## config.mk

```make
export PLATFORM = sky130hd
export DESIGN_NAME = tcam_host_port
export DESIGN_NICKNAME = d
export VERILOG_FILES = /design/src/rtl/tcam_host_pkg.sv /design/src/rtl/tcam_host_ctrl.sv /design/src/rtl/tcam_host_dpath.sv /design/src/rtl/tcam_host_port.sv
export SDC_FILE = /design/constraint.sdc
export NUM_CORES = 2
export LEC_CHECK = 0
export ABC_AREA = 0
export BUFFER_PORTS_ARGS = -buffer_cell sky130_fd_sc_hd__buf_2
export CAP_MARGIN = 20
export CORE_ASPECT_RATIO = 1.5
export CORE_MARGIN = 5
export CORE_UTILIZATION = 25
export CTS_BUF_LIST = sky130_fd_sc_hd__clkbuf_8
export DETAILED_ROUTE_END_ITERATION = 8
export PLACE_DENSITY = 0.39
export SYNTH_ARGS = -nofsm -noshare
export SYNTH_HDL_FRONTEND = slang
export SYNTH_SLANG_ARGS = --single-unit
```

## constraint.sdc

```tcl
create_clock -name clk -period 11.8 [get_ports clk]
set_input_delay 0.59 -clock clk [delete_from_list [all_inputs] [get_ports clk]]
set_output_delay 0.59 -clock clk [all_outputs]
set_load 0.005 [all_outputs]
```

## src/rtl/tcam_host_pkg.sv

```systemverilog
package tcam_host_pkg;
  typedef enum logic [2:0] {
    CMD_NONE     = 3'd0,
    CMD_STORE_NF = 3'd1,
    CMD_DEL_IDX  = 3'd2,
    CMD_DEL_HIT  = 3'd3,
    CMD_SEARCH   = 3'd4
  } cmd_e;

  typedef struct packed {
    logic rdAddr;
    logic wrAddr;
    logic storeNf;
    logic delIdx;
    logic delHit;
    logic search;
  } strobe_t;
endpackage

```

## src/rtl/tcam_host_ctrl.sv

```systemverilog
module tcam_host_ctrl
  import tcam_host_pkg::*;
#(
  parameter int AW = 4
) (
  input  logic          csAN,
  input  logic          csBN,
  input  logic          wrN,
  input  logic          avN,
  input  logic [AW-1:0] acBus,
  output strobe_t       stb
);
  logic sel;
  logic [2:0] cmd;

  always_comb begin
    sel = ~csAN | ~csBN;
    cmd = acBus[2:0];
    stb = '0;
    stb.rdAddr  = sel & ~avN & wrN;
    stb.wrAddr  = sel & ~avN & ~wrN;
    stb.storeNf = sel & avN & ~wrN & (cmd == CMD_STORE_NF);
    stb.delIdx  = sel & avN & (cmd == CMD_DEL_IDX);
    stb.delHit  = sel & avN & (cmd == CMD_DEL_HIT);
    stb.search  = sel & avN & (cmd == CMD_SEARCH);
  end
endmodule

```

## src/rtl/tcam_host_dpath.sv

```systemverilog
module tcam_host_dpath
  import tcam_host_pkg::*;
#(
  parameter int DEPTH = 15,
  parameter int AW    = 4
) (
  input  logic          clk,
  input  logic          rstN,
  input  strobe_t       stb,
  input  logic          segHi,
  input  logic [AW-1:0] acBus,
  input  logic [31:0]   dIn,
  input  logic          vbInN,
  output logic [31:0]   dOut,
  output logic          vbOutN,
  output logic [AW-1:0] aaOut,
  output logic          matchHit,
  output logic          fullFlag
);
  localparam logic [AW-1:0] NONE = '1;

  logic [63:0]      mem [DEPTH];
  logic [DEPTH-1:0] valid;
  logic [DEPTH-1:0] hit;
  logic [AW-1:0]    nextFree;
  logic [AW-1:0]    hitIdx;
  logic             anyHit;
  logic [AW-1:0]    delKey;
  logic             addrOk;
  logic             delOk;

  // ternary search of every entry against the key on dIn
  for (genvar g = 0; g < DEPTH; g++) begin : g_cmp
    assign hit[g] = valid[g] &
      ~|((~dIn & mem[g][31:0]) | (dIn & mem[g][63:32]));
  end

  always_comb begin
    nextFree = NONE;
    hitIdx   = NONE;
    for (int i = DEPTH - 1; i >= 0; i--) begin
      if (!valid[i]) nextFree = AW'(i);
      if (hit[i])    hitIdx   = AW'(i);
    end
    anyHit = |hit;
    delKey = dIn[AW-1:0];
    addrOk = int'(acBus) < DEPTH;
    delOk  = int'(delKey) < DEPTH;
  end

  // entry storage, no reset needed
  always_ff @(posedge clk) begin
    if (stb.wrAddr && addrOk) begin
      if (segHi) mem[acBus][63:32] <= dIn;
      else       mem[acBus][31:0]  <= dIn;
    end else if (stb.storeNf && nextFree != NONE) begin
      if (segHi) mem[nextFree][63:32] <= dIn;
      else       mem[nextFree][31:0]  <= dIn;
    end
  end

  always_ff @(posedge clk) begin
    if (!rstN) begin
      valid    <= '0;
      dOut     <= '0;
      vbOutN   <= 1'b1;
      aaOut    <= '0;
      matchHit <= 1'b0;
      fullFlag <= 1'b0;
    end else begin
      fullFlag <= &valid;
      if (stb.rdAddr && addrOk) begin
        dOut   <= segHi ? mem[acBus][63:32] : mem[acBus][31:0];
        vbOutN <= ~valid[acBus];
        aaOut  <= acBus;
      end else if (stb.wrAddr && addrOk) begin
        valid[acBus] <= ~vbInN;
        aaOut        <= acBus;
      end else if (stb.storeNf) begin
        if (nextFree != NONE) valid[nextFree] <= 1'b1;
        aaOut <= nextFree;
      end else if (stb.delIdx && delOk) begin
        valid[delKey] <= 1'b0;
        aaOut         <= delKey;
      end else if (stb.delHit) begin
        if (anyHit) valid[hitIdx] <= 1'b0;
        aaOut    <= hitIdx;
        matchHit <= anyHit;
      end else if (stb.search) begin
        aaOut    <= hitIdx;
        matchHit <= anyHit;
      end
    end
  end
endmodule

```

## src/rtl/tcam_host_port.sv

```systemverilog
module tcam_host_port
  import tcam_host_pkg::*;
#(
  parameter int DEPTH = 15,
  parameter int AW    = $clog2(DEPTH + 1)
) (
  input  logic          clk,
  input  logic          rstN,
  input  logic          csAN,
  input  logic          csBN,
  input  logic          wrN,
  input  logic          avN,
  input  logic          segHi,
  input  logic [AW-1:0] acBus,
  input  logic [31:0]   dIn,
  input  logic          vbInN,
  output logic [31:0]   dOut,
  output logic          vbOutN,
  output logic [AW-1:0] aaOut,
  output logic          matchHit,
  output logic          fullFlag
);
  strobe_t stb;

  tcam_host_ctrl #(.AW(AW)) u_ctrl (
    .csAN(csAN), .csBN(csBN), .wrN(wrN), .avN(avN), .acBus(acBus), .stb(stb)
  );

  tcam_host_dpath #(.DEPTH(DEPTH), .AW(AW)) u_dpath (
    .clk(clk), .rstN(rstN), .stb(stb), .segHi(segHi), .acBus(acBus),
    .dIn(dIn), .vbInN(vbInN), .dOut(dOut), .vbOutN(vbOutN), .aaOut(aaOut),
    .matchHit(matchHit), .fullFlag(fullFlag)
  );
endmodule

```

### After elaboration in Yosys (flattened, before gate mapping)

Memories as Yosys holds them, arrays and structs flattened.
Index checks and enable logic that the tools add are counted.

| operators by class | value |
|---|---|
| multiplexer cells | 71 |
| bitwise logic cells | 86 |
| add/subtract/negate cells | 0 |
| multipliers | 0 |
| shift operators | 0 |
| equality and inequality tests | 6 |
| divide/modulo/power cells | 0 |
| reduce and logical (&&, ||, !) cells | 47 |
| $lt $le $gt $ge | 10 |

Operators by type and width:

| cell | count |
|---|---|
| bitwise AND 32 bit | 30 |
| OR 32 bit | 15 |
| OR reduction 32 bit | 15 |
| 2-to-1 mux 4 bit | 23 |
| 2-to-1 mux 15 bit | 6 |
| 2-to-1 mux 64 bit | 1 |
| OR reduction 64 bit | 1 |
| 2-to-1 mux 32 bit | 1 |
| inverter 32 bit | 1 |
| bitwise AND 15 bit | 2 |
| inverter 15 bit | 2 |
| bitwise AND 1 bit | 24 |
| 2-to-1 mux 3 bit | 8 |
| 2-to-1 mux 1 bit | 21 |
| less-than comparator 4 x 5 -> 1 bit (second input constant) | 4 |
| demux 1 bit (select 4 bit) | 4 |
| >= comparator 4 x 1 -> 1 bit (second input constant) | 4 |
| bitwise mux 15 bit | 1 |
| logical NOT 1 bit | 15 |
| OR 15 bit | 1 |
| AND reduction 15 bit | 1 |
| OR reduction 15 bit | 1 |
| 2-to-1 mux 2 bit | 5 |
| inverter 1 bit | 10 |
| other kinds (14) | 24 |

| word-level totals | value |
|---|---|
| word-level logic and storage cells | 227 |
| memory bits (writable) | 960 |
| bits in read-only memories | 0 |
| bits in latches | 0 |
| bits of input ports | 44 |
| output and inout port bits | 39 |
| memories | 1 |
| flip-flop bits (word level) | 54 |

Memory list:

| name | depth | width | rd ports | clocked after Yosys merged registers in | wr ports | line | RTL |
|---|---|---|---|---|---|---|---|
| u_dpath.mem | 15 | 64 | 16 | 0 | 1 | tcam_host_dpath.sv:22 | `logic [63:0] mem [DEPTH];` |

### Depth between registers and ports, before layout

| logic depth | value |
|---|---|
| depth in word-level cells | 32 |
| mapped depth | 14 |
| gate-level depth less buffers | 10 |

### Cells and area by module

From an unflattened synthesis, not the netlist that was laid out.

| unflattened totals | value |
|---|---|
| cells, all modules | 2958 |
| area total of the unflattened synthesis | 49148.4 um^2 |

Modules (own cells, without submodules):

| module | cells an instance | area each (um^2) | sequential area each (um^2) | instances |
|---|---|---|---|---|
| tcam_host_dpath | 2948 | 49057.0 | 31830.5 | 1 |
| tcam_host_ctrl | 10 | 91.3 | 0.0 | 1 |

### Worst setup path before layout

OpenSTA, ideal clock, no wires.

| timing path | value |
|---|---|
| path kind | in2reg |
| start | in acBus[0] |
| end | mem u_dpath.mem[11][32], enable pin |
| setup slack | 7.469 ns |
| buffers on the path | 5 |
| arrival | 3.910 ns |
| data required time | 11.379 ns |
| stages on the path | 8 |
| library setup time | 0.421 ns |
| path through | clkbuf_1 clkbuf_1 buf_1 clkbuf_1 nand2_1 or2_2 clkbuf_1 nor2_1 |

| between the ends | value |
|---|---|
| cells in the longest elaborated chain, start to end | 8 |

Ends and longest elaborated chain:

| element | line | RTL |
|---|---|---|
| start: declaration | tcam_host_port.sv:14 | `input logic [AW-1:0] acBus,` |
| == test 3 x 1 -> 1 bit | tcam_host_ctrl.sv:22 | `stb.storeNf = sel & avN & ~wrN & (cmd == CMD_STORE_NF);` |
| bitwise AND 1 bit | tcam_host_ctrl.sv:22 |  |
| logical AND 1 bit | tcam_host_dpath.sv:56 | `end else if (stb.storeNf && nextFree != NONE) begin` |
| 2-to-1 mux 1 bit | tcam_host_dpath.sv:56 |  |
| 2-to-1 mux 1 bit | tcam_host_dpath.sv:53 | `if (stb.wrAddr && addrOk) begin` |
| 2-to-1 mux 1 bit (on tied branches) | tcam_host_dpath.sv:58, tcam_host_dpath.sv:57 |  |
| OR reduction 64 bit (no source line) | n/a |  |
| 2-to-1 mux 4 bit (no source line) / 2-to-1 mux 2 bit (equally long branches) | n/a |  |
| end: declaration | tcam_host_dpath.sv:22 |  |

Several ways; a longest one is shown, not always the timed one.

### Worst setup path in the final report

| timing path | value |
|---|---|
| start | in dIn[22] |
| end | reg u_dpath.valid[2] |

| between the ends | value |
|---|---|
| cells in the longest elaborated chain, start to end | 32 |

Ends and longest elaborated chain:

| element | line | RTL |
|---|---|---|
| start: declaration | tcam_host_port.sv:15 | `input logic [31:0] dIn,` |
| inverter 32 bit | tcam_host_dpath.sv:35 | `~\|((~dIn & mem[g][31:0]) \| (dIn & mem[g][63:32]));` |
| bitwise AND 32 bit | tcam_host_dpath.sv:35 |  |
| OR 32 bit | tcam_host_dpath.sv:35 |  |
| OR reduction 32 bit | tcam_host_dpath.sv:35 |  |
| logical NOT 1 bit | tcam_host_dpath.sv:35 |  |
| bitwise AND 1 bit | tcam_host_dpath.sv:34 | `assign hit[g] = valid[g] &` |
| 2-to-1 mux 1 bit | tcam_host_dpath.sv:43 | `if (hit[i]) hitIdx = AW'(i);` |
| 2-to-1 mux 2 bit (2 in series) | tcam_host_dpath.sv:43 |  |
| [... 15 more ...] | n/a |  |
| demux 1 bit (select 4 bit) | n/a |  |
| inverter 15 bit (no source line) | n/a |  |
| bitwise AND 15 bit (no source line) | n/a |  |
| 2-to-1 mux 15 bit | tcam_host_dpath.sv:86 | `if (anyHit) valid[hitIdx] <= 1'b0;` |
| 2-to-1 mux 15 bit | tcam_host_dpath.sv:85 | `end else if (stb.delHit) begin` |
| 2-to-1 mux 15 bit | tcam_host_dpath.sv:82 | `end else if (stb.delIdx && delOk) begin` |
| 2-to-1 mux 15 bit | tcam_host_dpath.sv:79 | `end else if (stb.storeNf) begin` |
| 2-to-1 mux 15 bit | tcam_host_dpath.sv:76 | `end else if (stb.wrAddr && addrOk) begin` |
| end signal: indexed assignment | tcam_host_dpath.sv:77 | `valid[acBus] <= ~vbInN;` |
| end: declaration | tcam_host_dpath.sv:23 | `logic [DEPTH-1:0] valid;` |

Several ways; a longest one is shown, not always the timed one. The select of a mux whose other input is x is not followed.
A chain may end at the register's enable or synchronous reset.

==> qor.csv <==
metric,value,unit
numPortBuffers,82,
hp-start,dIn[6],
pwr_density_cell,146,nW/um^2
final_common_cell,edfxtp_1,
ys_top_cells_by_area,"edfxtp_1 63%, mux4_2 15%, mux2i_1 5.1%",
period_needed,5080,ps
yosysWarnings,0,
max_freq,197,MHz
rows,198,
cp.required,12630,ps
ys_types,74,
final.setup_skew,64.4,ps
grt_overflow_total,0,
min_period_over_period,43.0,%
grt_pass1_vias,31200,
clock_latency,920,ps
final_antenna_net_count,0,
p_leak,18.3,nW
status,"complete, no violations",
clock_sinks,1078,
post-cts-setup-buffer-count,0,
setup_violations,0,
ys_seq_area_share,65.5,%
arrival,5910,ps
dieArea,203000,sq um
synth-main-ff-cell,edfxtp_1,
die_h,550,um
initial_core_util,25.1,%
synth-edff-count,1024,
gp_congestion,0.943,
num-nets-final,3130,
antenna_found_initial,46,
critPathMaxFanout,43,
fin_setup_tns,0,ps
drtIter0Drc,3556,
io-pin-count,83,
finalHoldViolations,0,
synth-seq-cells,1078,
vias,31500,
htree_levels,4,
first_pass_iters,7,
root_buffer,clkbuf_8,
cts_made_buffers,181,
grtUsageTotal,23.8,%
critPathLaunch,dIn[22],
cts_resized,0,
nFillCells,19500,
multiInputGateArea,16100,sq um
grt_pass1_wl,320000,um
async_flop_share,0,%
clock_path_buffers,4,
core,194000,sq um
synth_top_area_cell,edfxtp_1,
synth_area,48600,sq um
timing_worst_setup_path_type,input pin to flop,
final_cell_mix,"1,024 x edfxtp_1, 323 x mux4_2, 246 x mux2i_1",
dp.cells,5500,
finalWirelength,248000,um
die_w,370,um
drc_errors,0,
stdcell_count,5908,
seq_area,31800,sq um
cap_violations,0,
area_growth,15.5,%
tightest_slew,1310,ps
avgSynthCellArea,17.1,sq um
drv_slew,0,
post-dp-hpwl,183000,um
drive_gt1_share,24.3,%
r2r_start,u_dpath.valid[13],
grt_max_degree,118,
hold_class,input pin to flop,
clkTransAtPathRegs,70,ps
peakVddDrop,0.0881,mV
worstSetupStartpointType,input pin,
synth_cells,2842,
vias_per_cell,5.34,
cp-end-kind,flop,
cts_tree,yes,
wl_per_cell,42.0,um
relSlewSlack,11.7,%
rsz0062_at_grt,false,
yosys.area.top_type_share,63.3,%
## cell usage after synthesis (all sizes together), types with 54 or more instances
cell / count
mux4: 323
nand2: 139
nand4: 62
inv: 70
nand2b: 58
clkbuf: 90
edfxtp: 1024
buf: 93
nor2b: 63
mux2i: 246
nor2: 103
dfxtp: 54
## logic make-up after synthesis
logic type	count (synthesis)	synth area share (%)
compound gates	347	5.71
other cells	1	0.00772
buf+inv	254	2.21
simple gates	584	6.30
mux	578	20.3
flops	1078	65.5
## sequential cells by signal, indices dropped and copies added (netlist names)
register / flops
u_dpath.dOut: 32
u_dpath.fullFlag: 1
u_dpath.vbOutN: 1
u_dpath.valid: 15
u_dpath.aaOut: 4
u_dpath.matchHit: 1
u_dpath.mem: 1024
## where the power goes
group	internal (mW)	switching (mW)	leakage [nW]
combinational	0.222	0.528	6.69
sequential	4.23	0.0373	9.70
clock	1.55	1.64	1.90
## through the flow
stage	cell area (sq um)	setup WS (ps)	hold slack, ps	utilization, %	power [mW]
floorplan	48800	7470	448	-	4.67
global placement	52700	6270	443	27.2	5.10
detailed placement	52700	6260	452	27.2	5.09
CTS	55900	6900	17.1	28.9	8.27
global route	56100	6730	62.9	28.9	8.43
finish	56100	6720	91.2	29.0	8.20
## what timing repair did
| action | 4_1_cts | 5_1_grt |
|---|---|---|
| hold buffers | 3 | 0 |
| hold endpoints to repair | 13 | 0 |
| endpoints found under the setup margin | 0 | 0 |
## area by class of cell
class                   count  share of cell area, %
flip-flops and latches   1078                   56.7
multi-input cells        1573                   28.8
well taps                2600                   5.80
clock buffers             190                   4.66
repair buffers            181                   2.14
clock inverters           122                   1.06
inverters                  71                  0.475
diodes                     93                  0.415
## worst paths after layout
path	end	slack, ps	cells after the start
worst max-delay path	u_dpath.valid[2]	6720	13
worst min-delay path	u_dpath.mem[8][38]	90	1
worst max register to register	u_dpath.mem[13][3]	6920	9
worst min register to register	u_dpath.aaOut[1]	460	2
## metal layers
layer | vias up | part of all wire [%] | GRT usage, % | wire length, um
met5 | - | 0.040 | 0 | 100
li1 | 12300 | - | - | -
met3 | 474 | 6.2 | 4.19 | 15300
met4 | 14 | 8.3 | 16.9 | 20600
met1 | 17100 | 35 | 26.3 | 87000
met2 | 1581 | 50 | 41.3 | 125000
## worst max-delay path: stages
cell           delay [ps]
dlygate4sd3_1         540
buf_2                 230
buf_4                 620
nor2b_1               210
a2111oi_0             980
nand4_1               250
or4_1                 850
nand4_1               280
or4_1                 220
o31a_2                470
nand2_1               130
a311o_1               340
o22ai_1               120
No activity file was read; power rests on OpenSTA's default activity.
